### config.mk
export PLATFORM = sky130hd
export DESIGN_NAME = uart9_tx
export DESIGN_NICKNAME = d
export VERILOG_FILES = /design/src/rtl/uart9_pkg.sv /design/src/rtl/uart9_rate_gen.sv /design/src/rtl/uart9_ovs_div.sv /design/src/rtl/uart9_shreg.sv /design/src/rtl/uart9_tx_ctrl.sv /design/src/rtl/uart9_tx.sv
export SDC_FILE = /design/constraint.sdc
export NUM_CORES = 1
export LEC_CHECK = 0
export CORE_MARGIN = 5
export CORE_UTILIZATION = 60
export DETAILED_ROUTE_END_ITERATION = 12
export DONT_BUFFER_PORTS = 1
export PLACE_DENSITY = 0.79
export SYNTH_ARGS = -nofsm -noshare
export SYNTH_HDL_FRONTEND = slang
export SYNTH_SLANG_ARGS = --single-unit
### constraint.sdc
create_clock -name clk -period 2.6 [get_ports clk]
set_input_delay 0.39 -clock clk [delete_from_list [all_inputs] [get_ports clk]]
set_output_delay 0.39 -clock clk [all_outputs]
set_load 0.01 [all_outputs]
### src/rtl/uart9_pkg.sv
package uart9_pkg;
  typedef enum logic [1:0] {
    RATE_DIV_FAST = 2'd0,
    RATE_DIV_SLOW = 2'd1,
    RATE_EXT      = 2'd2,
    RATE_EXT_ALT  = 2'd3
  } rate_sel_e;

  typedef enum logic [1:0] {
    PH_IDLE  = 2'd0,
    PH_WAIT  = 2'd1,
    PH_START = 2'd2,
    PH_DATA  = 2'd3
  } tx_phase_e;
endpackage

### src/rtl/uart9_rate_gen.sv
module uart9_rate_gen #(
  parameter int FAST_DIV = 2,
  parameter int SLOW_DIV = 4
) (
  input  logic       clk,
  input  logic       rst_n,
  input  logic [1:0] rate_sel,
  input  logic       ext_tick,
  output logic       sample_tick
);
  import uart9_pkg::*;
  localparam int CW = $clog2(SLOW_DIV + 1);

  rate_sel_e      mode;
  logic [CW-1:0]  cnt;
  logic [CW-1:0]  lim;
  logic           int_tick;

  assign mode = rate_sel_e'(rate_sel);

  always_comb begin
    case (mode)
      RATE_DIV_FAST: lim = CW'(FAST_DIV - 1);
      default:       lim = CW'(SLOW_DIV - 1);
    endcase
  end

  // >= also recovers cleanly when the ratio is switched down mid-count
  assign int_tick = (cnt >= lim);

  always_ff @(posedge clk or negedge rst_n) begin
    if (!rst_n)        cnt <= '0;
    else if (int_tick) cnt <= '0;
    else               cnt <= cnt + 1'b1;
  end

  assign sample_tick = (mode == RATE_EXT || mode == RATE_EXT_ALT) ? ext_tick : int_tick;
endmodule

### src/rtl/uart9_ovs_div.sv
module uart9_ovs_div #(
  parameter int OVS = 16
) (
  input  logic clk,
  input  logic rst_n,
  input  logic tick,
  output logic roll
);
  localparam int W = $clog2(OVS);
  logic [W-1:0] cnt;

  assign roll = tick && (cnt == W'(OVS - 1));

  always_ff @(posedge clk or negedge rst_n) begin
    if (!rst_n)    cnt <= '0;
    else if (roll) cnt <= '0;
    else if (tick) cnt <= cnt + 1'b1;
  end
endmodule

### src/rtl/uart9_shreg.sv
module uart9_shreg #(
  parameter int DW = 8
) (
  input  logic          clk,
  input  logic          rst_n,
  input  logic          load,
  input  logic [DW-1:0] load_data,
  input  logic          load_top,
  input  logic          shift,
  output logic          tx_bit,
  output logic          last_bit
);
  localparam int SW = DW + 1;
  logic [SW-1:0] sh;
  logic          marked;

  always_ff @(posedge clk or negedge rst_n) begin
    if (!rst_n) begin
      sh     <= '0;
      marked <= 1'b0;
    end else if (load) begin
      sh     <= {load_top, load_data};
      marked <= 1'b0;
    end else if (shift) begin
      sh     <= {~marked, sh[SW-1:1]};
      marked <= 1'b1;
    end
  end

  assign tx_bit   = sh[0];
  assign last_bit = marked && sh[1] && (sh[SW-1:2] == '0);

  AST_ZERO_FILL: assert property (@(posedge clk) disable iff (!rst_n)
    (shift && marked && !load) |=> (sh[SW-1] == 1'b0));
endmodule

### src/rtl/uart9_tx_ctrl.sv
module uart9_tx_ctrl (
  input  logic clk,
  input  logic rst_n,
  input  logic wr_valid,
  input  logic roll,
  input  logic last_bit,
  input  logic done_clr,
  output logic wr_ready,
  output logic load,
  output logic shift,
  output logic send,
  output logic data_on,
  output logic done
);
  import uart9_pkg::*;
  tx_phase_e phase;
  logic      finish;

  assign wr_ready = (phase == PH_IDLE);
  assign load     = wr_valid && wr_ready;
  assign shift    = roll && (phase == PH_DATA);
  assign finish   = shift && last_bit;
  assign send     = (phase == PH_START) || (phase == PH_DATA);
  assign data_on  = (phase == PH_DATA);

  always_ff @(posedge clk or negedge rst_n) begin
    if (!rst_n) phase <= PH_IDLE;
    else begin
      case (phase)
        PH_IDLE:  if (load)   phase <= PH_WAIT;
        PH_WAIT:  if (roll)   phase <= PH_START;
        PH_START: if (roll)   phase <= PH_DATA;
        PH_DATA:  if (finish) phase <= PH_IDLE;
        default:              phase <= PH_IDLE;
      endcase
    end
  end

  always_ff @(posedge clk or negedge rst_n) begin
    if (!rst_n)        done <= 1'b0;
    else if (finish)   done <= 1'b1;
    else if (done_clr) done <= 1'b0;
  end

  AST_START_ON_ROLL: assert property (@(posedge clk) disable iff (!rst_n)
    $rose(send) |-> $past(roll));
  AST_DONE_ON_ROLL: assert property (@(posedge clk) disable iff (!rst_n)
    $rose(done) |-> $past(roll));
  AST_END_SETS_DONE: assert property (@(posedge clk) disable iff (!rst_n)
    $fell(send) |-> done);
  AST_DONE_STICKY: assert property (@(posedge clk) disable iff (!rst_n)
    (done && !done_clr) |=> done);
endmodule

### src/rtl/uart9_tx.sv
module uart9_tx #(
  parameter int DATA_W   = 8,
  parameter int OVS      = 16,
  parameter int FAST_DIV = 2,
  parameter int SLOW_DIV = 4
) (
  input  logic              clk,
  input  logic              rst_n,
  input  logic [1:0]        rate_sel,
  input  logic              ext_tick,
  input  logic              wr_valid,
  output logic              wr_ready,
  input  logic [DATA_W-1:0] wr_data,
  input  logic              wr_bit9,
  input  logic              done_clr,
  output logic              txd,
  output logic              done
);
  logic sample_tick, roll, load, shift, send, data_on, tx_bit, last_bit;

  uart9_rate_gen #(.FAST_DIV(FAST_DIV), .SLOW_DIV(SLOW_DIV)) u_rate (
    .clk(clk), .rst_n(rst_n), .rate_sel(rate_sel), .ext_tick(ext_tick),
    .sample_tick(sample_tick));

  uart9_ovs_div #(.OVS(OVS)) u_div (
    .clk(clk), .rst_n(rst_n), .tick(sample_tick), .roll(roll));

  uart9_tx_ctrl u_ctrl (
    .clk(clk), .rst_n(rst_n), .wr_valid(wr_valid), .roll(roll),
    .last_bit(last_bit), .done_clr(done_clr), .wr_ready(wr_ready),
    .load(load), .shift(shift), .send(send), .data_on(data_on), .done(done));

  uart9_shreg #(.DW(DATA_W)) u_sh (
    .clk(clk), .rst_n(rst_n), .load(load), .load_data(wr_data),
    .load_top(wr_bit9), .shift(shift), .tx_bit(tx_bit), .last_bit(last_bit));

  assign txd = !send ? 1'b1 : (data_on ? tx_bit : 1'b0);

  AST_BUSY_WRITE_IGNORED: assert property (@(posedge clk) disable iff (!rst_n)
    (wr_valid && !wr_ready && !roll) |=> ($stable(txd) && !wr_ready));
endmodule

==> impl_metrics.py <==
metrics = {
    "finish": {
        "nets": 124,
        "register_area_um2": 500,
        "fin_util_pct": 66.4,
        "layout_common_cells": "dfrtp_1 (20), nor2_1 (12), a21oi_1 (11), mux2i_1 (8), ha_1 (7)",
        "drive_gt1_share_pct": 12.0,
        "multi_input_area_um2": 524,
        "stdcell_area_um2": 1130,
        "syn_to_final_growth_pct": 5.47,
        "n_antenna_cell": 0,
        "fillCellCount": 137,
        "layout_commonest_cell": "dfrtp_1",
    },
    "sta": {
        "skew_ns": 0.00689,
        "fmax_mhz": 498,
        "rsz0062_at_grt": "false",
        "finalMaxSlewViolations": 0,
        "tightest_slew_ns": 0.893,
        "finalSetupTns_ns": 0,
        "setup_ws_ns": 0.593,
        "setup_viol": 0,
        "slew_headroom_pct": 40.2,
        "min_period_ns": 2.01,
        "hold_viol": 0,
        "period_share_pct": 77.2,
    },
    "critical_path": {
        "slowest_stage": "a2111o_1",
        "path_class": "reg -> reg",
        "worst_setup_path_start_kind": "register",
        "r2r-end": "u_ctrl.phase[1]$_DFFE_PN0P_",
        "startpoint": "u_rate.cnt[1]$_DFF_PN0_",
        "cp.required_ns": 2.79,
        "reg2reg_slack_ns": 0.59,
        "worst-path-max-fanout": 3,
        "rr_worst_depth": 6,
        "cp_cell_sequence": "ha_1 -> a2111o_1 -> nand3_1 -> o21ai_0 -> nand3_2 -> mux2_4",
        "cp-endpoint": "u_ctrl.phase[1]$_DFFE_PN0P_",
        "worstPathArrival_ns": 2.20,
        "end_kind": "register",
        "slowest_delay_ns": 0.49,
        "r2r-start": "u_rate.cnt[1]$_DFF_PN0_",
    },
    "synth": {
        "synth_edf_count": 0,
        "yosys.area.top_type": "dfrtp_1",
        "ys_types": 30,
        "yosys_warnings": 0,
        "ys_ff_latch": 20,
        "synthCells": 98,
        "ys_async_sr_fraction_pct": 100,
        "ys_top_cells_by_area": "dfrtp_1 (47%), ha_1 (8.1%), mux2i_1 (7.5%)",
        "syn_nets": 121,
        "synth_area_um2": 1070,
        "synth_top_area_share_pct": 46.6,
        "ys.flop_type": "dfrtp_1",
        "avgSynthCellArea_um2": 11.0,
        "yosysSeqAreaShare_pct": 46.6,
    },
    "route": {
        "drtIter0Drc": 14,
        "routed_via_density": 5.48,
        "route.vias.total": 685,
        "post_drt_wl_per_cell_um": 14.1,
        "ant_nets": 0,
        "post-route-drc-count": 0,
        "dr.pass1.iters": 4,
        "wl_um": 1770,
    },
    "clocking": {
        "clock_latency_ns": 0.30,
        "clockBufferDepth": 2,
        "clock-sinks": 20,
        "numCtsBuffers": 3,
        "cts.clk_slew.worst_paths_ns": 0.12,
        "cts-htree-levels": 1,
        "tritoncts": "built",
        "post_cts_buffers": 0,
        "clockRootBuffer": "clkbuf_4",
    },
    "place": {
        "placed_cell_area_um2": 1070,
        "portBuffers": 0,
        "dp_slack_ns": 0.581,
        "gp_congestion": 0.692,
    },
    "power_and_ir_drop": {
        "peakVddDrop_mv": 0.716,
        "total_leakage_power_nw": 0.547,
        "power_density_nw_per_um2": 1190,
    },
    "floorplanning": {
        "dieArea_um2": 2740,
        "dieWidth_um": 52.3,
        "coreArea_um2": 1710,
        "rows": 15,
        "die_h_um": 52.3,
        "ioPinCount": 19,
        "start_util_pct": 62.9,
    },
    "global_route": {
        "grt_pass1_wl_um": 2930,
        "grt_antenna_before_repair": 0,
        "gr-total-overflow": 0,
        "grt_pass1_vias": 689,
        "grt_max_degree": 21,
        "grt_usage_pct": 14.7,
    },
    "status": {
        "status": "finished, final reports clean",
    },
    "run": {
        "drv_cap": 0,
    },
    "min_path": {
        "min_path_type": "in -> reg",
    },
}
[layer usage]
metal	part of all wire, %	wire length, um	up-vias	track usage, %
met3	4.1	73	2	2.85
met5	0	0	-	0
met2	45	799	10	22.7
met4	0.96	17	0	6.38
li1	-	-	356	-
met1	50	877	317	20.0
[timing repair]
action | CTS | global route
resized for setup | 0 | 0
hold buffers | 1 | 0
endpoints found under the hold margin | 20 | 0
[cell families (layout without fill, tap and decap cells)]
logic type	after synthesis	count (layout)	synth area share (%)
flip-flops	20	20	46.6
adder cells (fa/ha/maj)	7	7	8.15
multiplexers	11	11	11.6
XOR/XNOR	1	1	0.815
AND/OR/NAND/NOR	30	30	15.9
buffers and inverters	7	9	4.66
AO/OA/AOI/OAI	22	22	12.2
[registers in the layout, indices dropped and copies added (netlist names)]
register      count
u_sh.sh           9
u_div.cnt         4
u_rate.cnt        3
u_ctrl.phase      2
u_ctrl.done       1
u_sh.marked       1
[synth_stat cells, types with 2 or more instances]
master    number
mux2i_1        8
nand2_1        4
mux2_4         3
a211oi_1       2
and2_1         2
nand2b_1       2
a21oi_1       11
dfrtp_1       20
nor3_1         2
nor2_1        12
ha_1           7
inv_1          4
o21ai_0        4
[cell type report]
class | instances | share of cell area [%]
clock buffer | 3 | 1.99
sequential | 20 | 44.2
clock inverter | 1 | 2.65
multi-input combinational | 71 | 46.2
inverter | 4 | 1.32
timing repair buffer | 1 | 0.883
tap | 25 | 2.76
[worst max-delay path: cells and delay by family (launching register included)]
kind	cells	cell delay, ns
AOI/OAI and AO/OA	2	0.61
DFF	1	0.42
adders and majority gates	1	0.32
muxes	1	0.30
and+or+nand+nor	2	0.27
[worst min path at each step]
| stage | cells past startpoint | slack [ns] | to | from |
|---|---|---|---|---|
| finish | 1 | 0.18 | u_ctrl.done$_DFFE_PN0P_ | done_clr |
| global route | 1 | 0.18 | u_ctrl.done$_DFFE_PN0P_ | done_clr |
| CTS | 1 | 0.17 | u_ctrl.done$_DFFE_PN0P_ | done_clr |
| detailed placement | 0 | 0.1 | u_rate.cnt[0]$_DFF_PN0_ | rst_n |
| global placement | 0 | 0.1 | u_rate.cnt[0]$_DFF_PN0_ | rst_n |
| floorplan | 0 | 0.09 | u_ctrl.done$_DFFE_PN0P_ | rst_n |
[where the power goes]
group / total (W) / internal (W) / leakage (nW) / switching [W]
Clock: 0.000255 / 0.000156 / 0.0279 / 0.0000992
Combinational: 0.000513 / 0.000262 / 0.283 / 0.000251
Sequential: 0.000577 / 0.000456 / 0.236 / 0.000121
[per-stage QoR]
| stage | hold WS [ns] | instances | total power [W] |
|---|---|---|---|
| 4_1_cts | 0.172 | 125 | 0.00135 |
| 5_1_grt | 0.182 | 125 | 0.00145 |
| 6_report | 0.180 | 125 | 0.00134 |
| 3_5_place_dp | 0.0950 | 120 | 0.00109 |
| 2_1_floorplan | 0.0944 | 98 | 0.000999 |
| 3_3_place_gp | 0.0951 | 120 | 0.00105 |
No activity file was read; power rests on OpenSTA's default activity.
